<file path="src/rtl/auth_latch_pkg.sv">
package auth_latch_pkg;
    localparam int ST_W      = 8;
    localparam int NPOS      = 8;
    localparam int CNT_W     = $clog2(NPOS);
    localparam int MAP_W     = ST_W * ST_W;
    localparam int TAB_W     = NPOS * MAP_W;
    localparam logic [ST_W-1:0] PRESET = 8'hFC;

    typedef logic [ST_W-1:0]  state_t;
    typedef logic [CNT_W-1:0] pos_t;

    function automatic state_t shift_mix(input state_t x);
        return {x[ST_W-2:0], x[ST_W-1] ^ x[ST_W-2]};
    endfunction

    function automatic state_t start_map(input state_t s);
        state_t r;
        state_t m;
        r = '0;
        for (int i = 0; i < ST_W; i++) begin
            m = (i == ST_W - 1) ? 8'h7F : state_t'(8'hFF << i);
            if (s[i]) r = r ^ m;
        end
        return r;
    endfunction

    function automatic state_t keyed_map(input state_t s, input logic [MAP_W-1:0] cf);
        state_t r;
        r = '0;
        for (int b = 0; b < ST_W; b++)
            if (s[b]) r = r ^ cf[b*ST_W +: ST_W];
        return r;
    endfunction

    localparam state_t START_ST = start_map(PRESET);
endpackage

</file>
<file path="src/rtl/auth_latch_sync.sv">
module auth_latch_sync #(
    parameter int              WIDTH   = 3,
    parameter logic [WIDTH-1:0] RST_VAL = '1
) (
    input  logic             clk,
    input  logic             rst_n,
    input  logic [WIDTH-1:0] async_i,
    output logic [WIDTH-1:0] sync_o
);
    typedef struct packed {
        logic [WIDTH-1:0] meta;
        logic [WIDTH-1:0] stab;
    } sync_t;

    sync_t s_d, s_q;

    always_comb begin
        s_d      = s_q;
        s_d.meta = async_i;
        s_d.stab = s_q.meta;
    end

    always_ff @(posedge clk or negedge rst_n) begin
        if (!rst_n) s_q <= '{meta: RST_VAL, stab: RST_VAL};
        else        s_q <= s_d;
    end

    assign sync_o = s_q.stab;
endmodule

</file>
<file path="src/rtl/auth_latch_keytab.sv">
module auth_latch_keytab
    import auth_latch_pkg::*;
#(
    parameter logic [MAP_W-1:0] KEY = 64'h1D2B_4C87_93E1_5A6F
) (
    output logic [TAB_W-1:0] tab_o
);
    state_t c [NPOS][ST_W];

    for (genvar n = 0; n < NPOS; n++) begin : g_pos
        if (n == 0) begin : g_base
            for (genvar b = 0; b < ST_W; b++) begin : g_b
                assign c[0][b] = KEY[b*ST_W +: ST_W];
            end
        end else begin : g_derived
            assign c[n][0] = shift_mix(c[n-1][ST_W-1]);
            for (genvar b = 1; b < ST_W - 1; b++) begin : g_mid
                assign c[n][b] = shift_mix(c[n-1][b-1]);
            end
            assign c[n][ST_W-1] = shift_mix(c[n-1][ST_W-2]) ^ shift_mix(c[n-1][ST_W-1]);
        end
        for (genvar b = 0; b < ST_W; b++) begin : g_flat
            assign tab_o[(n*ST_W + b)*ST_W +: ST_W] = c[n][b];
        end
    end
endmodule

</file>
<file path="src/rtl/auth_latch_core.sv">
module auth_latch_core
    import auth_latch_pkg::*;
(
    input  logic             clk,
    input  logic             rst_n,
    input  logic             sel_s,
    input  logic             sclk_s,
    input  logic             sdi_s,
    input  logic [TAB_W-1:0] tab_i,
    output logic             sdo_o
);
    typedef struct packed {
        logic   sclk_prev;
        logic   sel_prev;
        state_t state;
        pos_t   pos;
        logic   sdo;
    } core_t;

    core_t c_d, c_q;
    logic  rise, fall, in_sess;
    logic [MAP_W-1:0] cf_now;

    assign rise    = sclk_s & ~c_q.sclk_prev;
    assign fall    = ~sclk_s & c_q.sclk_prev;
    assign in_sess = sel_s & c_q.sel_prev;
    assign cf_now  = tab_i[c_q.pos*MAP_W +: MAP_W];

    always_comb begin
        c_d           = c_q;
        c_d.sclk_prev = sclk_s;
        c_d.sel_prev  = sel_s;
        if (!sel_s) begin
            c_d.sdo = 1'b1;
        end else if (!c_q.sel_prev) begin
            c_d.state = START_ST;
            c_d.pos   = '0;
            c_d.sdo   = START_ST[0];
        end else if (rise) begin
            if (!sdi_s) c_d.state = keyed_map(c_q.state, cf_now);
            c_d.pos = c_q.pos + pos_t'(1);
        end else if (fall) begin
            c_d.sdo = c_q.state[c_q.pos];
        end
    end

    always_ff @(posedge clk or negedge rst_n) begin
        if (!rst_n) c_q <= '{sclk_prev: 1'b1, sel_prev: 1'b0, state: PRESET, pos: '0, sdo: 1'b1};
        else        c_q <= c_d;
    end

    assign sdo_o = c_q.sdo;

    assert_idle_high_R1: assert property (@(posedge clk) disable iff (!rst_n)
        !sel_s |=> sdo_o);

    assert_start_load_R2: assert property (@(posedge clk) disable iff (!rst_n)
        (sel_s && !c_q.sel_prev) |=> (c_q.state == START_ST && c_q.pos == '0));

    assert_sdo_quiet_R3: assert property (@(posedge clk) disable iff (!rst_n)
        (in_sess && !fall) |=> $stable(sdo_o));

    assert_hold_on_one_R4: assert property (@(posedge clk) disable iff (!rst_n)
        (in_sess && rise && sdi_s) |=> $stable(c_q.state));

    assert_pos_wrap_R6: assert property (@(posedge clk) disable iff (!rst_n)
        (in_sess && rise) |=> (c_q.pos == $past(c_q.pos) + pos_t'(1)));
endmodule

</file>
<file path="src/rtl/auth_latch_top.sv">
module auth_latch_top
    import auth_latch_pkg::*;
#(
    parameter logic [MAP_W-1:0] KEY = 64'h1D2B_4C87_93E1_5A6F
) (
    input  logic clk,
    input  logic rst_n,
    input  logic sel_n,
    input  logic sclk,
    input  logic sdi,
    output logic sdo
);
    logic [2:0]       raw, synced;
    logic [TAB_W-1:0] tab;

    assign raw = {sel_n, sclk, sdi};

    auth_latch_sync #(.WIDTH(3), .RST_VAL(3'b111)) sync_i (
        .clk     (clk),
        .rst_n   (rst_n),
        .async_i (raw),
        .sync_o  (synced)
    );

    auth_latch_keytab #(.KEY(KEY)) keytab_i (
        .tab_o (tab)
    );

    auth_latch_core core_i (
        .clk    (clk),
        .rst_n  (rst_n),
        .sel_s  (~synced[2]),
        .sclk_s (synced[1]),
        .sdi_s  (synced[0]),
        .tab_i  (tab),
        .sdo_o  (sdo)
    );
endmodule

</file>
<file path="config.mk">
export PLATFORM = sky130hd
export DESIGN_NAME = auth_latch_top
export DESIGN_NICKNAME = d
export VERILOG_FILES = /design/src/rtl/auth_latch_pkg.sv /design/src/rtl/auth_latch_sync.sv /design/src/rtl/auth_latch_keytab.sv /design/src/rtl/auth_latch_core.sv /design/src/rtl/auth_latch_top.sv
export SDC_FILE = /design/constraint.sdc
export NUM_CORES = 1
export LEC_CHECK = 0
export BUFFER_PORTS_ARGS = -buffer_cell sky130_fd_sc_hd__buf_2
export CELL_PAD_IN_SITES_DETAIL_PLACEMENT = 1
export CELL_PAD_IN_SITES_GLOBAL_PLACEMENT = 1
export CORE_MARGIN = 5
export CORE_UTILIZATION = 48
export CTS_CLUSTER_SIZE = 28
export DETAILED_ROUTE_END_ITERATION = 12
export HOLD_SLACK_MARGIN = 0.06
export PLACE_DENSITY = 0.9
export SYNTH_ARGS = -nofsm -noshare
export SYNTH_HDL_FRONTEND = slang
export SYNTH_HIERARCHICAL = 1
export SYNTH_SLANG_ARGS = --single-unit
</file>
<file path="constraint.sdc">
create_clock -name clk -period 2.4 [get_ports clk]
set_input_delay 0.12 -clock clk [delete_from_list [all_inputs] [get_ports clk]]
set_output_delay 0.12 -clock clk [all_outputs]
set_load 0.02 [all_outputs]
</file>
; ---- Yosys cells after proc, flatten, opt, wreduce, memory -nomap -nowiden
; Cells that the tools add are included.
[word_totals]
register_bits = 20
latchBits = 0
mem_bits_rw = 0
mem_bits_ro = 0
inputBits = 5
out_inout_bits = 1
word_cells = 73
mem_count = 0
[op_classes]
add_sub_neg = 1
n_mul = 0
n_div = 0
n_lt_le_gt_ge = 1
n_eq_ne = 4
n_shift = 1
mux = 44
bitwise = 12
reduce_logical = 3
[op_table]
columns = operator, n
row1 = $shiftx A512 B10 Y64 const A, 1
row2 = $mux W8, 37
row3 = $xor A8 B8 Y8, 7
row4 = $mux W12, 1
row5 = $mux W11, 1
row6 = $ne A3 B3 Y1 const B, 2
row7 = $lt A3 B4 Y1 const B, 1
row8 = $mux W1, 4
row9 = $ne A2 B2 Y1 const B, 2
row10 = $reduce_and A2 Y1, 2
row11 = $add A3 B1 Y3 const B, 1
row12 = $bmux W1 S3, 1
row13 = $not A1 Y1, 3
row14 = $reduce_and A3 Y1, 1
row15 = $and A1 B1 Y1, 2

; ---- Logic depth before layout (Yosys ltp)
; Gate-level depths: netlist (run 1).
[logic_depth]
depth_word = 48
ltp_mapped = 12
depth_no_buf = 7

; ---- Hierarchy
; Netlist (run 1), hierarchy kept.
[modules_own_cells]
columns = module, instances, cells_each, area_each_um2, seq_area_each_um2
row1 = auth_latch_core, 1, 494, 5730.5, 360.3
row2 = auth_latch_keytab, 1, 514, 3851.2, 0.0
row3 = auth_latch_sync, 1, 6, 157.7, 157.7
row4 = auth_latch_top, 1, 1, 3.8, 0.0

; ---- Worst setup path after synthesis (run 1)
; No wires, ideal clock.
[synth_timing]
path_type = register -> register
from = register core_i/c_q[1] (netlist name)
to = register core_i/c_q[4] (netlist name)
setup_ps = 147
arrival_time_ps = 2211
t_required_ps = 2253
path_slack_ps = 42
path_stages_with_launch = 9
path_buffers = 1
period_less_slack_ps = 2358
cell_sequence = dfrtp_1 > buf_6 > mux4_2 > a22oi_1 > xor2_1 > xnor3_1 > xnor2_1 > xnor2_1 > a22oi_1
[synth_via]
elab_chain_cells = 47
[synth_rtl]
columns = item, line_no
row1 = from (decl), auth_latch_core.sv:20  ; core_t c_d, c_q;
row2 = from (signal assigned), auth_latch_core.sv:48  ; if (!rst_n) c_q <= '{sclk_prev: 1'b1, sel_prev: 1'b0, state: PRESET, pos: '0, sdo: 1'b1};
row3 = $shiftx A512 B10 Y64 (*), auth_latch_core.sv:27  ; assign cf_now = tab_i[c_q.pos*MAP_W +: MAP_W];
row4 = $mux W8, auth_latch_pkg.sv:31  ; if (s[b]) r = r ^ cf[b*ST_W +: ST_W];
row5 = $mux W8, auth_latch_core.sv:40  ; if (!sdi_s) c_d.state = keyed_map(c_q.state, cf_now);
row6 = $mux W8, auth_latch_core.sv:39  ; end else if (rise) begin
row7 = $mux W8, auth_latch_core.sv:35  ; end else if (!c_q.sel_prev) begin
row8 = $mux W8, auth_latch_core.sv:33  ; if (!sel_s) begin
row9 = $xor A8 B8 Y8, auth_latch_pkg.sv:31
row10 = $mux W8, auth_latch_pkg.sv:31
row11 = [... 31 more ...], n/a
row12 = $mux W8, auth_latch_core.sv:39
row13 = $mux W8, auth_latch_core.sv:35
row14 = $mux W8, auth_latch_core.sv:33
row15 = $xor A8 B8 Y8, auth_latch_pkg.sv:31
row16 = $mux W8 (*), auth_latch_pkg.sv:31
row17 = $mux W8 (*), auth_latch_core.sv:40
row18 = $mux W11 (*), auth_latch_core.sv:39
row19 = $mux W12 (*), auth_latch_core.sv:35
; Mark *: on every way between the ends. The rest lies on a longest branch, timed or not. The select of a mux whose other input is x is not followed.
; A chain may end at the register's enable or synchronous reset.

; ---- Final worst setup path (run 1)
[layout_timing]
from = register core_i/c_q[1] (netlist name)
to = register core_i/c_q[11] (netlist name)
; The elaborated chain is that of the path after synthesis.

==> results.sh, run 1 <==
export IMPL_status="finished, violations left"
export IMPL_violations="setup timing"
export IMPL_nets=1058
export IMPL_hp_class="flop to flop"
export IMPL_vias=6166
export IMPL_tightest_slew_ns=0.679
export IMPL_htreeDepth=1
export IMPL_rsz0062_at_grt="true"
export IMPL_area_growth_syn_to_layout_pct=-7.51
export IMPL_routed_wl_um=25900
export IMPL_place_ws_ns=-0.301
export IMPL_design_area_um2=9010
export IMPL_worst_slew_margin_rel_pct=54.5
export IMPL_critPathSlowestCell="dfrtp_4"
export IMPL_multiInputGateArea_um2=7050
export IMPL_cp_required_ns=2.57
export IMPL_finalWorstSetupSlack_ns=-0.339
export IMPL_synth_area_leader_cell="buf_4"
export IMPL_dieArea_um2=23200
export IMPL_fmax_ghz=0.365
export IMPL_num_io_pins=6
export IMPL_synthDistinctLibCells=49
export IMPL_drt_vias_per_instance=4.64
export IMPL_p_leak_nw=4.10
export IMPL_syn_area_um2=9740
export IMPL_utilization_pct=44.8
export IMPL_drive_gt1_share_pct=21.9
export IMPL_grt_pass1_wl_um=36800
export IMPL_regArea_um2=526
export IMPL_row_count=52
export IMPL_post_drt_wl_per_cell_um=19.5
export IMPL_worstSetupPathType="flop to flop"
export IMPL_drt_iter0_drc=504
export IMPL_cts_buffers=3
export IMPL_die_w_um=152
export IMPL_clk_path_buf_depth=2
export IMPL_drv_cap=0
export IMPL_grt_overflow=0
export IMPL_slowest_delay_ns=0.53
export IMPL_start_util_pct=48.5
export IMPL_synth_flop_cell="dfstp_2"
export IMPL_fillers=2436
export IMPL_drcViolationCount=0
export IMPL_synth_edff_count=0
export IMPL_fin_crit_sh_pct=114
export IMPL_synth_top_area_share_pct=39.6
export IMPL_crit_top_cell="buf_4"
export IMPL_pwr_density_cell_nw_per_um2=364
export IMPL_dr_pass1_iters=5
export IMPL_path_buf_inv=2
export IMPL_grt_max_degree=35
export IMPL_regToRegSetupSlack_ns=-0.34
export IMPL_critPathMaxFanout=5
export IMPL_portBuffers=5
export IMPL_r2r_start="core_i/c_q[1]"
export IMPL_critPathLaunchType="flop"
export IMPL_fp_dieH_um=152
export IMPL_ys_top_cells_by_count="buf_4 (514), mux4_2 (61), nand2_1 (60), mux2i_1 (53), mux4_1 (45)"
export IMPL_period_minus_slack_ns=2.74
export IMPL_r2r_end="core_i/c_q[11]"
export IMPL_endpoint="core_i/c_q[11]"
export IMPL_reg2reg_depth=9
export IMPL_cp_num_cells=9
export IMPL_cts_tree="yes"
export IMPL_synth_seq_cells=20
export IMPL_avgSynthCellArea_um2=9.60
export IMPL_slew_viol_final=0
export IMPL_core_area_um2=20100
export IMPL_dp_hpwl_um=15300
export IMPL_clkTransAtPathRegs_ns=0.07
export IMPL_synth_most_common_cell="buf_4"
export IMPL_clock_skew_ns=0.00602
export IMPL_cts_root_buf="clkbuf_16"
export IMPL_place_area_um2=8220
export IMPL_yosysWarningCount=6
export IMPL_insertion_delay_ns=0.27
export IMPL_cts_sinks=20
export IMPL_setup_violations_final=8
export IMPL_synthArstFlopShare_pct=100
export IMPL_crit_start="core_i/c_q[1]"
export IMPL_path_cells="buf_4 > buf_4 > mux4_2 > a22oi_2 > xor2_2 > xnor3_2 > xnor2_2 > xnor2_1 > a21oi_1"
export IMPL_antenna_left=0
export IMPL_grtUsageTotal_pct=19.8
export IMPL_place_gp_congestion=0.801
export IMPL_seq_area_frac_synth_pct=5.32
export IMPL_postSynthCellCount=1015
export IMPL_cp_arrival_ns=2.91
export IMPL_vdd_ir_drop_max_mv=0.383
export IMPL_critPathCaptureType="flop"
export IMPL_hold_viol_final=0
export IMPL_antenna_found_initial=7
export IMPL_synthTopCellsByArea="buf_4 (40%), mux4_2 (14%), mux4_1 (12%)"
export IMPL_grt_pass1_vias=6821
export IMPL_cp_top_family="XOR/XNOR gates"
[area by class of cell]
class                      count  area share (%)
tap                          270            3.75
antenna                        7           0.194
clock inverter                 1           0.333
timing repair buffer          78            10.1
clock buffer                   3           0.833
multi-input combinational    933            78.3
inverter                      16           0.666
sequential                    20            5.83
[report_power, final]
group | switching (W) | internal (W) | total (W) | leakage (nW)
Sequential | 0.0000601 | 0.000386 | 0.000446 | 0.214
Clock | 0.000158 | 0.000332 | 0.000491 | 0.0511
Combinational | 0.00120 | 0.00114 | 0.00234 | 3.84
Total | 0.00142 | 0.00186 | 0.00328 | 4.10
[metal layers]
metal / vias up / track usage [%] / wire length, um
met3: 127 / 2.64 / 981
li1: 2669 / - / -
met2: 242 / 40.4 / 14500
met4: 0 / 8.32 / 1840
met5: - / 0 / 0
met1: 3128 / 19.9 / 8590
[registers in the layout (all words and copies together), names as in the netlist]
signal and cells:
sync_i/s_d 3, sync_i/sync_o 3, core_i/c_q 13, core_i/sdo_o 1
[how the worst min path moves through the flow]
stage	start	endpoint	slack (ns)	depth (start not counted)
global placement	rst_n	core_i/c_q[1]	0.09	1
floorplan	rst_n	core_i/c_q[12]	-0.18	0
CTS	rst_n	core_i/c_q[4]	0.36	2
finish	sync_i/s_d[0]	sync_i/sync_o[0]	0.36	0
detailed placement	rst_n	core_i/c_q[1]	0.10	1
global route	sync_i/s_d[0]	sync_i/sync_o[0]	0.36	0
[what timing repair did]
item                                   CTS  global route
hold buffers                             4             0
pin swaps                               41             6
buffers inserted                        11             3
gates cloned                             4             0
endpoints found under the hold margin    9             0
setup endpoints to repair                8             8
resized for setup                       69            21
[cells in the final DEF (no fill, tap or decap), types with 5 or more instances in the layout]
cell type	netlist	layout
a21oi_1	23	18
a21oi_2	0	5
a221o_1	8	8
a221oi_1	12	5
a221oi_2	1	8
a22oi_1	11	5
a22oi_2	1	7
and2_1	8	8
buf_12	9	13
buf_16	0	5
buf_2	8	5
buf_4	514	41
buf_6	12	7
conb_1	2	512
dfstp_2	14	14
diode_2	0	7
inv_1	15	15
mux2_2	16	14
mux2i_1	53	52
mux4_1	45	37
mux4_2	61	69
nand2_1	60	55
nand2b_1	5	5
nand3_1	8	7
nor2_1	16	15
o21ai_0	14	13
o21ai_1	5	6
xnor2_1	29	24
xnor2_2	0	5
xor2_2	0	5
[metrics by stage]
stage               total power [W]  hold slack, ns  setup TNS [ns]  std cells
floorplan                   0.00246          -0.176               0       1525
global placement            0.00213          0.0902          -0.773       1295
detailed placement          0.00224           0.101           -1.69       1295
CTS                         0.00299           0.356           -1.03       1318
global route                0.00341           0.360           -2.42       1328
finish                      0.00328           0.360           -2.13       1328
[cell families (layout without fill, tap and decap cells)]
group | Yosys count | in the layout | synth area share (%)
other | 2 | 519 | 0.0771
adder cells (fa/ha/maj) | 1 | 1 | 0.128
buffers and inverters | 572 | 98 | 44.8
AND/OR/NAND/NOR | 112 | 112 | 5.41
XOR/XNOR | 41 | 41 | 4.11
multiplexers | 175 | 175 | 33.5
AO/OA/AOI/OAI | 92 | 92 | 6.67
flip-flops | 20 | 20 | 5.32
[worst reg2reg max path, delay by kind of cell (launching register included)]
| family | cells | cell delay [ns] |
|---|---|---|
| muxes | 1 | 0.43 |
| buffers and inverters | 2 | 0.31 |
| AOI/OAI and AO/OA | 2 | 0.38 |
| DFF | 1 | 0.53 |
| xor gates and xnor gates | 4 | 0.98 |
No activity file was read; power rests on OpenSTA's default activity.
==> run 2, diff against run 1 <==
--- a/config.mk
+++ b/config.mk
@@ -13,7 +13,7 @@
 export CTS_CLUSTER_SIZE = 28
 export DETAILED_ROUTE_END_ITERATION = 12
 export HOLD_SLACK_MARGIN = 0.06
-export PLACE_DENSITY = 0.9
+export PLACE_DENSITY = 0.83
 export SYNTH_ARGS = -nofsm -noshare
 export SYNTH_HDL_FRONTEND = slang
 export SYNTH_HIERARCHICAL = 1
==> results.sh, run 2 (synthesized netlist as in run 1, its figures left out) <==
export IMPL_status="finished, violations left"
export IMPL_violations="setup timing"
export IMPL_routed_wl_um=23100
export IMPL_htreeDepth=1
export IMPL_hold_viol_final=0
export IMPL_post_drt_wl_per_cell_um=17.3
export IMPL_layout_commonest_cell="conb_1"
export IMPL_finalWorstSetupSlack_ns=-0.332
export IMPL_crit_top_cell="buf_12"
export IMPL_drive_gt1_share_pct=23.0
export IMPL_critPathLaunchType="flop"
export IMPL_endpoint="core_i/c_q[6]"
export IMPL_rsz0062_at_grt="true"
export IMPL_nets=1069
export IMPL_mostFrequentLayoutCells="conb_1 (512), mux4_2 (70), buf_4 (57)"
export IMPL_grtUsageTotal_pct=17.8
export IMPL_utilization_pct=44.7
export IMPL_critPathCaptureType="flop"
export IMPL_drt_iter0_drc=357
export IMPL_pwr_density_cell_nw_per_um2=354
export IMPL_vdd_ir_drop_max_mv=0.286
export IMPL_antenna_left=0
export IMPL_cp_top_family="compound AO/OA/AOI/OAI gates"
export IMPL_cts_root_buf="clkbuf_16"
export IMPL_grt_pass1_vias=6505
export IMPL_fmax_ghz=0.366
export IMPL_grt_pass1_wl_um=33500
export IMPL_insertion_delay_ns=0.27
export IMPL_p_leak_nw=4.16
export IMPL_setup_tns_ns=-1.93
export IMPL_vias=5940
export IMPL_place_gp_congestion=0.763
export IMPL_regToRegSetupSlack_ns=-0.33
export IMPL_path_cells="buf_12 > buf_12 > buf_6 > mux2i_1 > a221oi_2 > a21oi_2 > nor4b_4 > xnor2_2 > xnor2_1 > a22o_1"
export IMPL_largest_register="core_i/c_q"
export IMPL_area_growth_syn_to_layout_pct=-7.82
export IMPL_slew_viol_final=0
export IMPL_dp_hpwl_um=13800
export IMPL_drt_vias_per_instance=4.45
export IMPL_die_w_um=152
export IMPL_worst_slew_margin_rel_pct=50.0
export IMPL_cts_tree="yes"
export IMPL_finalPower_w=0.00318
export IMPL_cts_sinks=20
export IMPL_setup_violations_final=8
export IMPL_fp_dieH_um=152
export IMPL_swShare_pct=43.5
export IMPL_fin_crit_sh_pct=114
export IMPL_p_comb_share_pct=72.9
export IMPL_period_minus_slack_ns=2.73
export IMPL_power_frac_seq_pct=13.8
export IMPL_grt_overflow=0
export IMPL_r2r_end="core_i/c_q[6]"
export IMPL_dieArea_um2=23200
export IMPL_worstSetupPathType="flop to flop"
export IMPL_place_ws_ns=-0.271
export IMPL_r2r_start="core_i/c_q[1]"
export IMPL_num_io_pins=6
export IMPL_portBuffers=5
export IMPL_cp_num_cells=10
export IMPL_grt_max_degree=38
export IMPL_core_area_um2=20100
export IMPL_slowest_delay_ns=0.55
export IMPL_cp_arrival_ns=2.94
export IMPL_p_sw_w=0.00138
export IMPL_start_util_pct=48.5
export IMPL_reg2reg_depth=10
export IMPL_clk_path_buf_depth=2
export IMPL_largest_reg_flops=13
export IMPL_clkPwrFrac_pct=13.3
export IMPL_drcViolationCount=0
export IMPL_dr_pass1_iters=5
export IMPL_clkTransAtPathRegs_ns=0.07
export IMPL_critPathSlowestCell="dfrtp_4"
export IMPL_cp_required_ns=2.60
export IMPL_critPathMaxFanout=7
export IMPL_crit_start="core_i/c_q[1]"
export IMPL_hp_class="flop to flop"
export IMPL_antenna_found_initial=2
export IMPL_tightest_slew_ns=0.747
export IMPL_clock_skew_ns=0.0114
export IMPL_drv_cap=0
export IMPL_p_int_w=0.00180
export IMPL_row_count=52
export IMPL_path_buf_inv=3
export IMPL_cts_buffers=3
run 2: cell types whose count changed in the layout (fill, tap and decap cells not counted), moves of 3 or more:
| cell | previous run | this run |
|---|---|---|
| nand2_2 | 3 | 12 |
| diode_2 | 7 | 2 |
| nand2_1 | 55 | 47 |
| a22oi_2 | 7 | 3 |
| buf_12 | 13 | 9 |
| a221oi_2 | 8 | 5 |
| buf_16 | 5 | 1 |
| a221oi_1 | 5 | 8 |
| xnor2_2 | 5 | 13 |
| a22oi_1 | 5 | 9 |
| xnor2_1 | 24 | 16 |
| buf_4 | 41 | 57 |
run 2: how the worst min path moves through the flow:
stage	from	to	slack (ns)	cells after the start
after global routing	sync_i/s_d[0]	sync_i/sync_o[0]	0.36	0
final	sync_i/s_d[1]	sync_i/sync_o[1]	0.36	0
after CTS	sync_i/s_d[0]	sync_i/sync_o[0]	0.36	0
after global placement	rst_n	core_i/c_q[12]	0.11	1
after detailed placement	rst_n	core_i/c_q[12]	0.12	1
after floorplan	rst_n	core_i/c_q[12]	-0.18	0
run 2: cell type report:
type | instances | area, um2
fillers | 2444 | 11100
flip-flops and latches | 20 | 526
clock buffers | 4 | 88.8
well taps | 270 | 338
multi-input cells | 933 | 7060
diodes | 2 | 5.00
inverters | 16 | 60.1
repair buffers | 89 | 903
run 2: metal layers:
metal,wire (um),global-route usage [%],part of all wire (%),vias to the layer above
met5,0,0,0,-
met4,728,7.30,3.1,0
met3,859,2.36,3.7,57
met2,13000,34.7,56,167
met1,8560,19.3,37,3033
li1,-,-,-,2683
run 2: per-stage QoR:
stage | area [um2] | hold slack (ns) | instances
CTS | 8720 | 0.359 | 1322
detailed placement | 8230 | 0.123 | 1300
global placement | 8230 | 0.110 | 1300
finish | 8980 | 0.358 | 1334
floorplan | 11700 | -0.176 | 1525
global route | 8980 | 0.361 | 1334
run 2: timing repair:
item	CTS	global route
setup buffers	13	10
hold buffers	4	0
endpoints found under the setup margin	8	8
hold endpoints to repair	9	0
cloned	2	2
pin swaps	31	29
resized for setup	51	31
run 2: power groups by stage:
| stage | sequential (W) | clock, W | combinational, W |
|---|---|---|---|
| floorplan | 0.000407 | 0 | 0.00205 |
| global placement | 0.000434 | 0 | 0.00174 |
| detailed placement | 0.000438 | 0 | 0.00180 |
| CTS | 0.000437 | 0.000408 | 0.00199 |
| global route | 0.000442 | 0.000438 | 0.00247 |
| finish | 0.000440 | 0.000422 | 0.00232 |
